`config.mk`:
```
export PLATFORM = sky130hd
export DESIGN_NAME = ptr_addr_gen
export DESIGN_NICKNAME = d
export VERILOG_FILES = /design/src/rtl/ptrgen_pkg.sv /design/src/rtl/ptrgen_select.sv /design/src/rtl/ptrgen_ea.sv /design/src/rtl/ptr_addr_gen.sv
export SDC_FILE = /design/constraint.sdc
export NUM_CORES = 1
export LEC_CHECK = 0
export ABC_CLOCK_PERIOD_IN_PS = 1800
export BUFFER_PORTS_ARGS = -buffer_cell sky130_fd_sc_hd__buf_2
export CAP_MARGIN = 20
export CORE_MARGIN = 2
export CORE_UTILIZATION = 48
export CTS_BUF_LIST = sky130_fd_sc_hd__clkbuf_8
export DETAILED_ROUTE_END_ITERATION = 6
export PLACE_DENSITY = 0.83
export SLEW_MARGIN = 20
export SYNTH_ARGS = -nofsm -noshare
export SYNTH_HDL_FRONTEND = slang
export SYNTH_SLANG_ARGS = --single-unit
```
`constraint.sdc`:
```
create_clock -name clk -period 1.8 [get_ports clk]
set_input_delay 0.36 -clock clk [delete_from_list [all_inputs] [get_ports clk]]
set_output_delay 0.36 -clock clk [all_outputs]
set_load 0.005 [all_outputs]
```
`src/rtl/ptrgen_pkg.sv`:
```
package ptrgen_pkg;
    localparam logic [1:0] OPK_LOAD  = 2'd0;
    localparam logic [1:0] OPK_STORE = 2'd1;
    localparam logic [1:0] OPK_PROG  = 2'd2;

    localparam logic [1:0] SEL_X = 2'd0;
    localparam logic [1:0] SEL_Y = 2'd1;
    localparam logic [1:0] SEL_Z = 2'd2;

    localparam logic [2:0] AM_PLAIN   = 3'd0;
    localparam logic [2:0] AM_POSTINC = 3'd1;
    localparam logic [2:0] AM_PREDEC  = 3'd2;
    localparam logic [2:0] AM_DISP    = 3'd3;
    localparam logic [2:0] AM_DIRECT  = 3'd4;

    typedef enum logic [2:0] {
        ST_IDLE,
        ST_ACCESS,
        ST_HOLD,
        ST_DONE,
        ST_FAULT
    } pg_state_e;
endpackage

```
`src/rtl/ptrgen_select.sv`:
```
module ptrgen_select #(
    parameter int AW        = 16,
    parameter int RIW       = 5,
    parameter int PAIR_BASE = 26
) (
    input  logic [1:0]     sel,
    input  logic [AW-1:0]  ptr_x,
    input  logic [AW-1:0]  ptr_y,
    input  logic [AW-1:0]  ptr_z,
    output logic [AW-1:0]  ptr,
    output logic [RIW-1:0] pair_lo
);
    localparam int NPTR = 3;

    logic [AW-1:0] bank [NPTR];

    assign bank[0] = ptr_x;
    assign bank[1] = ptr_y;
    assign bank[2] = ptr_z;

    always_comb begin
        ptr = '0;
        for (int i = 0; i < NPTR; i++) begin
            if (sel == 2'(i)) ptr = bank[i];
        end
    end

    assign pair_lo = RIW'(PAIR_BASE) + RIW'({sel, 1'b0});
endmodule

```
`src/rtl/ptrgen_ea.sv`:
```
module ptrgen_ea
    import ptrgen_pkg::*;
#(
    parameter int AW = 16,
    parameter int QW = 6
) (
    input  logic [1:0]    kind,
    input  logic [1:0]    sel,
    input  logic [2:0]    mode,
    input  logic [QW-1:0] disp,
    input  logic [AW-1:0] direct_addr,
    input  logic [AW-1:0] ptr,
    output logic [AW-1:0] ea,
    output logic [AW-1:0] wb,
    output logic          wb_en,
    output logic          bad
);
    localparam int PADW = AW - QW;

    logic [AW-1:0] inc_v, dec_v, off_v;
    logic          mode_bad, sel_bad, kind_bad;

    assign inc_v = ptr + AW'(1);
    assign dec_v = ptr - AW'(1);
    assign off_v = ptr + {{PADW{1'b0}}, disp};

    always_comb begin
        ea       = ptr;
        wb       = ptr;
        wb_en    = 1'b0;
        mode_bad = 1'b0;
        unique case (mode)
            AM_PLAIN:   ea = ptr;
            AM_POSTINC: begin ea = ptr;   wb = inc_v; wb_en = 1'b1; end
            AM_PREDEC:  begin ea = dec_v; wb = dec_v; wb_en = 1'b1; end
            AM_DISP:    ea = off_v;
            AM_DIRECT:  ea = direct_addr;
            default:    mode_bad = 1'b1;
        endcase
    end

    always_comb begin
        sel_bad = 1'b0;
        if (mode != AM_DIRECT && sel == 2'd3) sel_bad = 1'b1;
        if (mode == AM_DISP && sel == SEL_X)  sel_bad = 1'b1;
    end

    always_comb begin
        kind_bad = 1'b0;
        if (kind == 2'd3) kind_bad = 1'b1;
        if (kind == OPK_PROG &&
            (sel != SEL_Z || (mode != AM_PLAIN && mode != AM_POSTINC)))
            kind_bad = 1'b1;
    end

    assign bad = mode_bad | sel_bad | kind_bad;
endmodule

```
`src/rtl/ptr_addr_gen.sv`:
```
module ptr_addr_gen
    import ptrgen_pkg::*;
#(
    parameter int AW        = 16,
    parameter int QW        = 6,
    parameter int RIW       = 5,
    parameter int PAIR_BASE = 26
) (
    input  logic           clk,
    input  logic           rst_n,
    input  logic           start,
    input  logic [1:0]     op_kind,
    input  logic [1:0]     ptr_sel,
    input  logic [2:0]     mode,
    input  logic [QW-1:0]  disp,
    input  logic [AW-1:0]  direct_addr,
    input  logic [AW-1:0]  ptr_x,
    input  logic [AW-1:0]  ptr_y,
    input  logic [AW-1:0]  ptr_z,
    output logic           busy,
    output logic           done,
    output logic           illegal,
    output logic [AW-1:0]  mem_addr,
    output logic           mem_rd,
    output logic           mem_wr,
    output logic           prog_rd,
    output logic           ptr_we,
    output logic [AW-1:0]  ptr_wdata,
    output logic [RIW-1:0] ptr_wsel
);
    pg_state_e state_q, state_d;

    logic [AW-1:0]  sel_ptr, ea_c, wb_c;
    logic [RIW-1:0] pair_c;
    logic           wben_c, bad_c;

    logic [AW-1:0]  addr_q, wb_q;
    logic [RIW-1:0] wsel_q;
    logic [1:0]     kind_q;
    logic           wben_q;
    logic           take;

    ptrgen_select #(.AW(AW), .RIW(RIW), .PAIR_BASE(PAIR_BASE)) u_sel (
        .sel     (ptr_sel),
        .ptr_x   (ptr_x),
        .ptr_y   (ptr_y),
        .ptr_z   (ptr_z),
        .ptr     (sel_ptr),
        .pair_lo (pair_c)
    );

    ptrgen_ea #(.AW(AW), .QW(QW)) u_ea (
        .kind        (op_kind),
        .sel         (ptr_sel),
        .mode        (mode),
        .disp        (disp),
        .direct_addr (direct_addr),
        .ptr         (sel_ptr),
        .ea          (ea_c),
        .wb          (wb_c),
        .wb_en       (wben_c),
        .bad         (bad_c)
    );

    assign take = (state_q == ST_IDLE) && start;

    always_comb begin
        state_d = state_q;
        unique case (state_q)
            ST_IDLE:   if (start) state_d = bad_c ? ST_FAULT : ST_ACCESS;
            ST_ACCESS: state_d = (kind_q == OPK_PROG) ? ST_HOLD : ST_DONE;
            ST_HOLD:   state_d = ST_DONE;
            ST_DONE:   state_d = ST_IDLE;
            ST_FAULT:  state_d = ST_IDLE;
            default:   state_d = ST_IDLE;
        endcase
    end

    always_ff @(posedge clk or negedge rst_n) begin
        if (!rst_n) state_q <= ST_IDLE;
        else        state_q <= state_d;
    end

    always_ff @(posedge clk or negedge rst_n) begin
        if (!rst_n) begin
            addr_q <= '0;
            wb_q   <= '0;
            wsel_q <= '0;
            kind_q <= OPK_LOAD;
            wben_q <= 1'b0;
        end else if (take) begin
            addr_q <= ea_c;
            wb_q   <= wb_c;
            wsel_q <= pair_c;
            kind_q <= op_kind;
            wben_q <= wben_c & ~bad_c;
        end
    end

    always_comb begin
        busy    = (state_q != ST_IDLE);
        done    = 1'b0;
        illegal = 1'b0;
        mem_rd  = 1'b0;
        mem_wr  = 1'b0;
        prog_rd = 1'b0;
        ptr_we  = 1'b0;
        unique case (state_q)
            ST_ACCESS: begin
                mem_rd  = (kind_q == OPK_LOAD);
                mem_wr  = (kind_q == OPK_STORE);
                prog_rd = (kind_q == OPK_PROG);
                ptr_we  = wben_q;
            end
            ST_DONE:  done    = 1'b1;
            ST_FAULT: illegal = 1'b1;
            default: ;
        endcase
    end

    assign mem_addr  = addr_q;
    assign ptr_wdata = wb_q;
    assign ptr_wsel  = wsel_q;
endmodule

```
## Word-level counts from Yosys, hierarchy flattened

Cells that the tools add are included.
W data, S select, Z words.

| word-level totals | value |
|---|---|
| register bits | 43 |
| input bits | 80 |
| output and inout bits | 44 |

| operators by class | value |
|---|---|
| $add $sub $neg | 4 |
| equality and inequality tests | 19 |
| muxes and demuxes | 21 |
| bitwise operators | 4 |
| reductions and logical operators | 14 |

Operators with widths:

| operator | count |
|---|---|
| $mux W16 | 3 |
| $pmux W16 S3 | 1 |
| $pmux W16 S2 | 1 |
| $add A16 B1 Y16 const B | 1 |
| $add A16 B6 Y16 | 1 |
| $sub A16 B1 Y16 const B | 1 |
| $mux W1 | 13 |
| $eq A3 B2 Y1 const B | 4 |
| $eq A2 B2 Y1 const B | 5 |
| $pmux W3 S3 | 1 |
| $eq A3 B1 Y1 const B | 2 |
| $eq A3 B3 Y1 const B | 2 |
| $logic_not A3 Y1 | 2 |
| $mux W3 | 2 |
| $reduce_bool A3 Y1 | 2 |
| $add A4 B4 Y5 const A | 1 |
| $logic_and A1 B1 Y1 | 5 |
| $reduce_or A5 Y1 | 1 |
| $eq A2 B1 Y1 const B | 2 |
| $logic_not A2 Y1 | 2 |
| $ne A2 B2 Y1 const B | 2 |
| $ne A3 B1 Y1 const B | 1 |
| $ne A3 B3 Y1 const B | 1 |
| $or A1 B1 Y1 | 2 |
| 4 further kinds | 4 |

## Depth between registers and ports, before layout

Gate-level depths: netlist (run 1).

| logic depth | value |
|---|---|
| depth in word-level cells | 9 |
| gate-level depth with buffers | 17 |
| gate-level depth less buffers | 16 |

## By module

Synthesis (run 1) repeated with hierarchy kept, for this count alone.

| second synthesis, totals | value |
|---|---|
| cell total of the unflattened synthesis | 488 |
| area, all modules | 4,284.1 um2 |

By module, submodules not included:

| module | times used | cells each | area an instance (um2) | seq. area each (um2) |
|---|---|---|---|---|
| ptrgen_ea | 1 | 297 | 1,849.3 | 0.0 |
| ptr_addr_gen | 1 | 109 | 1,840.5 | 1,076.0 |
| ptrgen_select | 1 | 82 | 594.3 | 0.0 |

## Least setup slack after synthesis (run 1)

OpenSTA, ideal clock, no wires.

| path | value |
|---|---|
| kind | input -> register |
| start point | in ptr_sel[1] |
| end point | reg addr_q[8] (netlist: mem_addr[8]) |
| setup time | 0.126 ns |
| arrival time | 2.968 ns |
| required time | 1.674 ns |
| path slack | -1.294 ns |
| stages on the path | 14 |
| buffers on the path | 1 |
| path through | inv_1 > ha_1 > buf_6 > nand3b_1 > a2bb2oi_2 > inv_1 > fa_1 > nor2b_1 > o31ai_1 > a21oi_1 > nand3_1 > mux2i_1 > nor2_1 > o32a_1 |

| on the way | value |
|---|---|
| word-level cells in the longest chain between the ends | 6 |

Ends and longest elaborated chain:

| element | line | text |
|---|---|---|
| start: declaration | ptr_addr_gen.sv:13 | `input logic [1:0] ptr_sel,` |
| $logic_not A2 Y1 | ptrgen_select.sv:24 | `if (sel == 2'(i)) ptr = bank[i];` |
| $mux W16 (2 in a row) | ptrgen_select.sv:24 |  |
| $mux W16 * | ptrgen_select.sv:24 |  |
| $add A16 B6 Y16 / $sub A16 B1 Y16 (equally long branches) | ptrgen_ea.sv:25, ptrgen_ea.sv:24 |  |
| $pmux W16 S3 * | ptrgen_ea.sv:32 | `unique case (mode)` |
| end signal: assignment | ptr_addr_gen.sv:86 | `addr_q <= '0;` |
| end signal: assignment | ptr_addr_gen.sv:92 | `addr_q <= ea_c;` |
| end: declaration | ptr_addr_gen.sv:37 | `logic [AW-1:0] addr_q, wb_q;` |

Every way passes the cells marked *; elsewhere a longest branch is shown, timed or not.
A chain may end at the register's enable or synchronous reset.

## Worst setup path in the final report (run 1)

| path | value |
|---|---|
| start point | in ptr_sel[0] |
| end point | reg addr_q[8] (netlist: mem_addr[8]) |

Same word-level chain as after synthesis.

==> results of run 1 <==
==> flip-flops by register name (all words and copies together), names as in the netlist <==
register and cells:
kind_q 2, ptr_wdata 16, mem_addr 16, ptr_wsel 3, wben_q 1, state_q 3
==> final cells by class <==
cell class,count,area [um^2],share of cell area [%]
Multi-Input combinational cell,386,3240,49.5
Timing Repair Buffer,268,1900,29.0
Sequential cell,41,1030,15.7
Inverter,24,131,2.01
Tap cell,102,128,1.95
Clock buffer,6,82.6,1.26
Clock inverter,2,37.5,0.574
==> placed cells by master, fill, tap and decap left out, types with 8 or more instances in the layout <==
cell      instances
o21ai_1          16
nand3b_1         16
a31oi_1          14
a21oi_1          20
o22ai_1          10
nor2_1           36
inv_1            12
nand3_1           9
xnor2_1          19
o21ai_0          11
nand4_1          10
buf_4           115
buf_2           120
nand2_2           8
nand2_1          46
a21oi_2          16
ha_4             11
nor3_1            8
buf_6            26
dfrtp_1          41
==> stage by stage <==
step / instance area [um^2] / total power, uW
2_1_floorplan: 4170 / 3090
3_3_place_gp: 5660 / 4250
3_5_place_dp: 5660 / 4390
4_1_cts: 6310 / 5410
5_1_grt: 6540 / 6020
6_report: 6540 / 5690
==> cell families (layout without fill, tap and decap cells) <==
logic type	count (synthesis)	in the layout	synth area share (%)
compound gates	152	152	28.3
xor+xnor	28	28	6.26
fa+ha+maj	14	14	4.66
buf+inv	52	300	6.52
flops	41	41	26.2
mux	5	5	1.28
other cells	1	1	0.0958
simple gates	186	186	26.6
==> what timing repair did <==
action	4_1_cts	5_1_grt
resized for setup	84	38
buffers inserted	19	15
pin swaps	63	48
endpoints found under the setup margin	31	33
cloned	0	0
==> critical path, cell delays in order <==
cell and delay (ns):
buf_12 0.12, inv_12 0.05, ha_4 0.18, clkinvlp_4 0.15, a2bb2oi_4 0.20, inv_2 0.11
ha_4 0.15, and3b_2 0.22, a31oi_4 0.05, or4_4 0.48, nor3_2 0.20, xnor2_1 0.16
o21ai_1 0.11, o32a_1 0.30
==> final timing paths <==
| kind | cells past startpoint | end | startpoint | slack [ns] |
|---|---|---|---|---|
| max in group asynchronous | 2 | ptr_wdata[12]$_DFFE_PN0P_ | rst_n | 1.29 |
| setup reg to reg | 5 | mem_addr[15]$_DFFE_PN0P_ | state_q[2]$_DFFE_PN0P_ | -0.16 |
| hold / removal | 1 | ptr_wdata[14]$_DFFE_PN0P_ | rst_n | 0.006 |
| setup / recovery | 14 | mem_addr[8]$_DFFE_PN0P_ | ptr_sel[0] | -0.87 |
| min in group clk | 3 | kind_q[0]$_DFFE_PN0P_ | op_kind[0] | 0.26 |
| hold reg to reg | 1 | ptr_wdata[1]$_DFFE_PN0P_ | ptr_wdata[1]$_DFFE_PN0P_ | 0.48 |
==> power by group through the flow <==
stage          sequential, uW  clock (uW)  combinational, uW
6_report                 1630         824               3230
4_1_cts                  1620         813               2980
5_1_grt                  1680         850               3490
3_5_place_dp             1640           0               2750
2_1_floorplan            1660           0               1430
3_3_place_gp             1610           0               2640
==> layer usage <==
| layer | up-vias | share of wire, % | global-route usage [%] |
|---|---|---|---|
| li1 | 2267 | - | - |
| met1 | 2416 | 37 | 48.1 |
| met2 | 397 | 48 | 62.1 |
| met3 | 98 | 9.7 | 4.25 |
| met4 | 0 | 6.0 | 17.0 |
| met5 | - | 0 | 0 |
==> flow_metrics.tcl, run 1 <==
set metrics [dict create \
    status "finished with violations" \
    violations "DRC, setup timing" \
    area_growth_pct 66.9 \
    rows 32 \
    hp-class "input pin to asynchronous set/reset pin" \
    grt_use_total_pct 37.2 \
    holdWs_ns 0.00552 \
    ys_types 72 \
    drtIter0Drc 597 \
    ys_seq_area_share_pct 26.2 \
    ys_ff_latch 41 \
    drv_slew 0 \
    cts_buffers 5 \
    ctsHoldBuffers 0 \
    drive_gt1_share_pct 55.2 \
    fin_crit_sh_pct 148 \
    fp.dieW_um 94.3 \
    criticalPathCategory "input pin to flop" \
    netlist_top_cells_count "nand2_1, dfrtp_1, nor2_1" \
    htree_levels 2 \
    wire_per_inst_um 21.0 \
    yosysWarnings 0 \
    cp_max_fo 5 \
    start_util_pct 50.2 \
    irDropWorstVdd_mv 0.443 \
    wirelength_mm 17.4 \
    required_ns 1.99 \
    grt_first_pass_wirelength_mm 25.6 \
    num_antenna_cells 0 \
    arrival_ns 2.86 \
    cts_num_sinks 41 \
    maxCapViolCount 0 \
    grt_pass1_vias 5009 \
    post-route-min-period_ns 2.67 \
    yosysMostFrequentCell "nand2_1" \
    hpwl_mm 11.6 \
    layout.nets 820 \
    fillers 449 \
    endpoint_kind "flop" \
    clock_path_buffers 2 \
    syn_area_um2 3920 \
    power_frac_seq_pct 28.7 \
    clock_latency_ns 0.30 \
    synthArstFlopShare_pct 100 \
    cts_root_buf "clkbuf_8" \
    hold_viol_final 0 \
    utilization_pct 83.7 \
    setup_viol 30 \
    vias 5178 \
    fin_tns_setup_ns -18.80 \
    synthCells 479 \
    gp_congestion 0.983 \
    final_cell_count_no_fill 829 \
    rsz0062_at_grt "true" \
    dieArea_um2 8900 \
    antenna_found_initial 0 \
    internal_power_uw 3380 \
    p_comb_share_pct 56.8 \
    postRouteAntennaNets 0 \
    port_buffers 122 \
    power_density_nw_per_um2 870 \
    p_leak_uw 0.00293 \
    relSlewSlack_pct 47.3 \
    synth-main-ff-cell "dfrtp_1" \
    die_h_um 94.3 \
    yosys.area.top_type "dfrtp_1" \
    placedCellCount 792 \
    syn_nets 573 \
    cts.reportedPaths.clkPinSlew_ns 0.09 \
    synth_top_area_share_pct 26.2 \
    detail_route.drc_violations 1 \
    via_per_inst 6.25 \
    fin_skew_ns 0.00658 \
    core-area_um2 7810 \
    p_switching_uw 2310 \
    dp_slack_ns -1.30 \
    synth_edf_count 0 \
    grt_overflow_total 0 \
    fmax_mhz 375 \
    avgSynthCellArea_um2 8.18 \
    pwr-share-clk_pct 14.5 \
    cts_tree "yes" \
    yosys-top-cells-area "dfrtp_1, xnor2_1, nand2_1, ha_1, nor2_1" \
    ios 124 \
    dr.pass1.iters 7 \
    switching_share_pct 40.6 \
    grt_max_degree 31 \
    start_kind "input pin" \
    tightest_slew_ns 0.785 \
    setup_ws_ns -0.868 \
]
Power figures use the tool's default switching activity.
==> run 2, diff against run 1 <==
- ABC_CLOCK_PERIOD_IN_PS: 1800 -> 2800
- CORE_UTILIZATION: 48 -> 55
- PLACE_DENSITY: 0.83 -> 0.88
- SYNTH_HIERARCHICAL: unset -> 1
- clock period: 1.8 -> 2.8 ns (I/O delays scaled with it)
==> run 2 against run 1 <==
Against the previous run:
- the run ends with setup timing left
- die area fell by 4.3%
- non-clock buffer count fell by 11
- core utilization rose by 4.4 points
- largest cell class unchanged
- final cell count fell by 2.1%
- worst hold slack improved by 0.38 ns
- synthesized cell count rose by 1.9%
- clock skew rose by 0.0020 ns
- largest power group unchanged
- setup slack improved by 0.54 ns
==> flow_metrics.tcl, run 2 <==
set metrics [dict create \
    grt_use_total_pct 36.9 \
    start_kind "input pin" \
    grt_util_met1_pct 48.0 \
    final_common_cell "buf_2" \
    power_frac_seq_pct 30.3 \
    grtUsageMet2_pct 60.2 \
    synth_xor_area_share_pct 4.70 \
    syn_area_um2 4280 \
    synth_mux_area_share_pct 14.0 \
    grt_pass1_vias 4940 \
    area_growth_pct 57.4 \
    irDropWorstVdd_mv 0.347 \
    power_density_nw_per_um2 554 \
    busiest_layer "met2" \
    rows 32 \
    clock_path_buffers 2 \
    port_buffers 123 \
    avgSynthCellArea_um2 8.78 \
    ios 124 \
    yosys.area.top_type "dfrtp_1" \
    htree_levels 2 \
    required_ns 3.00 \
    cts_num_sinks 43 \
    synth-main-ff-cell "dfrtp_1" \
    cts_root_buf "clkbuf_8" \
    status "finished with violations" \
    synth_top_family_by_area "compound AO/OA/AOI/OAI gates" \
    die_h_um 92.3 \
    switching_share_pct 37.7 \
    pwr-share-clk_pct 13.9 \
    fin_crit_sh_pct 112 \
    grt_first_pass_wirelength_mm 24.7 \
    via_per_inst 6.71 \
    yosys-top-cells-area "dfrtp_1, mux2_4, a21oi_2, a21oi_1, ha_1" \
    vias 5451 \
    syn_nets 581 \
    tightest_slew_ns 0.963 \
    cts_buffers 5 \
    power_uw 3730 \
    postRouteAntennaNets 0 \
    placedInstanceArea_um2 5650 \
    grt_overflow_total 0 \
    endpoint_kind "flop" \
    fin_skew_ns 0.00855 \
    clock_latency_ns 0.31 \
    fp.dieW_um 92.3 \
    synth_top_area_share_pct 25.1 \
    ys_ff_latch 43 \
    use_met3_pct 4.19 \
    relSlewSlack_pct 35.8 \
    ys_seq_area_share_pct 25.1 \
    synthSimpleGateAreaFrac_pct 22.4 \
    rsz0062_at_grt "true" \
    gp_congestion 0.946 \
    setup_viol 21 \
    fmax_mhz 319 \
    hp-class "input pin to asynchronous set/reset pin" \
    violations "setup timing" \
    drv_slew 0 \
    drtIter0Drc 774 \
    start_util_pct 56.0 \
    hpwl_mm 11.2 \
    p_switching_uw 1410 \
    dr.pass1.iters 6 \
    drive_gt1_share_pct 58.6 \
    core-area_um2 7650 \
    layout.nets 802 \
    wirelength_mm 19.0 \
    most-common-layout-cells "buf_2, buf_4, dfrtp_1, mux2_4, nor2_1" \
    wire_per_inst_um 23.4 \
    maxCapViolCount 0 \
    cts.reportedPaths.clkPinSlew_ns 0.10 \
    p_comb_share_pct 55.7 \
    dieArea_um2 8510 \
    p_leak_uw 0.00306 \
    yosysMostFrequentCell "dfrtp_1" \
    post-route-min-period_ns 3.13 \
    num_antenna_cells 0 \
    hold_viol_final 0 \
    final_area_um2 6740 \
    synth_edf_count 0 \
    netlist_top_cells_count "dfrtp_1, nor2_1, a21oi_1" \
    antenna_found_initial 0 \
    cts_tree "yes" \
    fillers 360 \
    setup_ws_ns -0.331 \
    ctsHoldBuffers 0 \
    cp_max_fo 7 \
    synth_compound_area_share_pct 22.5 \
    arrival_ns 3.33 \
    grt_max_degree 44 \
    ys_types 68 \
    criticalPathCategory "input pin to flop" \
    synthCells 488 \
    synthAdderAreaFrac_pct 3.97 \
    internal_power_uw 2330 \
    yosysWarnings 6 \
    synthArstFlopShare_pct 100 \
    detail_route.drc_violations 0 \
]
## run 2: final timing paths
path	from	end	slack [ns]	cells after the start
max in group asynchronous	rst_n	mem_addr[13]$_DFFE_PN0P_	1.80	1
hold reg to reg	ptr_wdata[9]$_DFFE_PN0P_	ptr_wdata[9]$_DFFE_PN0P_	0.49	1
hold / removal	rst_n	ptr_wdata[3]$_DFFE_PN0P_	0.39	1
setup reg to reg	state_q[0]$_DFFE_PN0P_	ptr_wdata[4]$_DFFE_PN0P_	1.10	3
min in group clk	ptr_wdata[9]$_DFFE_PN0P_	ptr_wdata[9]$_DFFE_PN0P_	0.49	1
setup / recovery	ptr_sel[1]	mem_addr[6]$_DFFE_PN0P_	-0.33	15
## run 2: power by group through the flow
| stage | registers, uW | clock network (uW) | logic (uW) |
|---|---|---|---|
| 2_1_floorplan | 1090 | 0 | 1120 |
| 3_3_place_gp | 1100 | 0 | 1690 |
| 3_5_place_dp | 1120 | 0 | 1740 |
| 4_1_cts | 1110 | 510 | 1830 |
| 5_1_grt | 1160 | 542 | 2190 |
| 6_report | 1130 | 521 | 2080 |
## run 2: layout make-up
class / instances / area, um^2 / area share, %
flip-flops and latches: 43 / 1080 / 16.0
repair buffers: 257 / 1880 / 27.9
clock buffers: 5 / 68.8 / 1.02
inverters: 14 / 70.1 / 1.04
well taps: 102 / 128 / 1.89
multi-input cells: 388 / 3480 / 51.6
clock inverters: 3 / 43.8 / 0.649
## run 2: timing repair
item / in CTS / in global routing
gates resized for setup: 54 / 78
buffers inserted: 18 / 20
endpoints found under the setup margin: 21 / 24
gates cloned: 1 / 2
pin swaps: 29 / 41
## run 2: per-layer routing
layer	part of all wire, %	vias to the layer above
li1	-	2235
met1	35	2543
met2	46	521
met3	11	152
met4	8.1	0
met5	0	-
## run 2: kinds of logic after synthesis
family,Yosys count
AOI/OAI and AO/OA,140
muxes,43
DFF,43
and+or+nand+nor,168
buffers and inverters,57
other,1
xor gates and xnor gates,23
adders and majority gates,13
## run 2: critical path, stage by stage
cell	delay (ns)
buf_12	0.11
inv_12	0.03
ha_4	0.18
buf_4	0.14
a21oi_2	0.19
a21oi_2	0.12
buf_6	0.13
inv_2	0.06
ha_4	0.13
or4b_4	0.48
nor2_4	0.16
mux2_4	0.32
a222oi_1	0.31
o31ai_1	0.13
mux2_4	0.28
## run 2: per-stage QoR
step	setup TNS [ns]	worst slack (ns)	hold slack [ns]	util [%]	instances
after global placement	-9.15	-0.598	0.462	73.9	763
after detailed placement	-11.08	-0.724	0.469	73.9	763
after global routing	-4.56	-0.397	0.491	88.2	812
after CTS	-0.809	-0.162	0.438	80.4	790
final	-3.14	-0.331	0.390	88.2	812
after floorplan	-1.09	-0.202	0.264	-	488
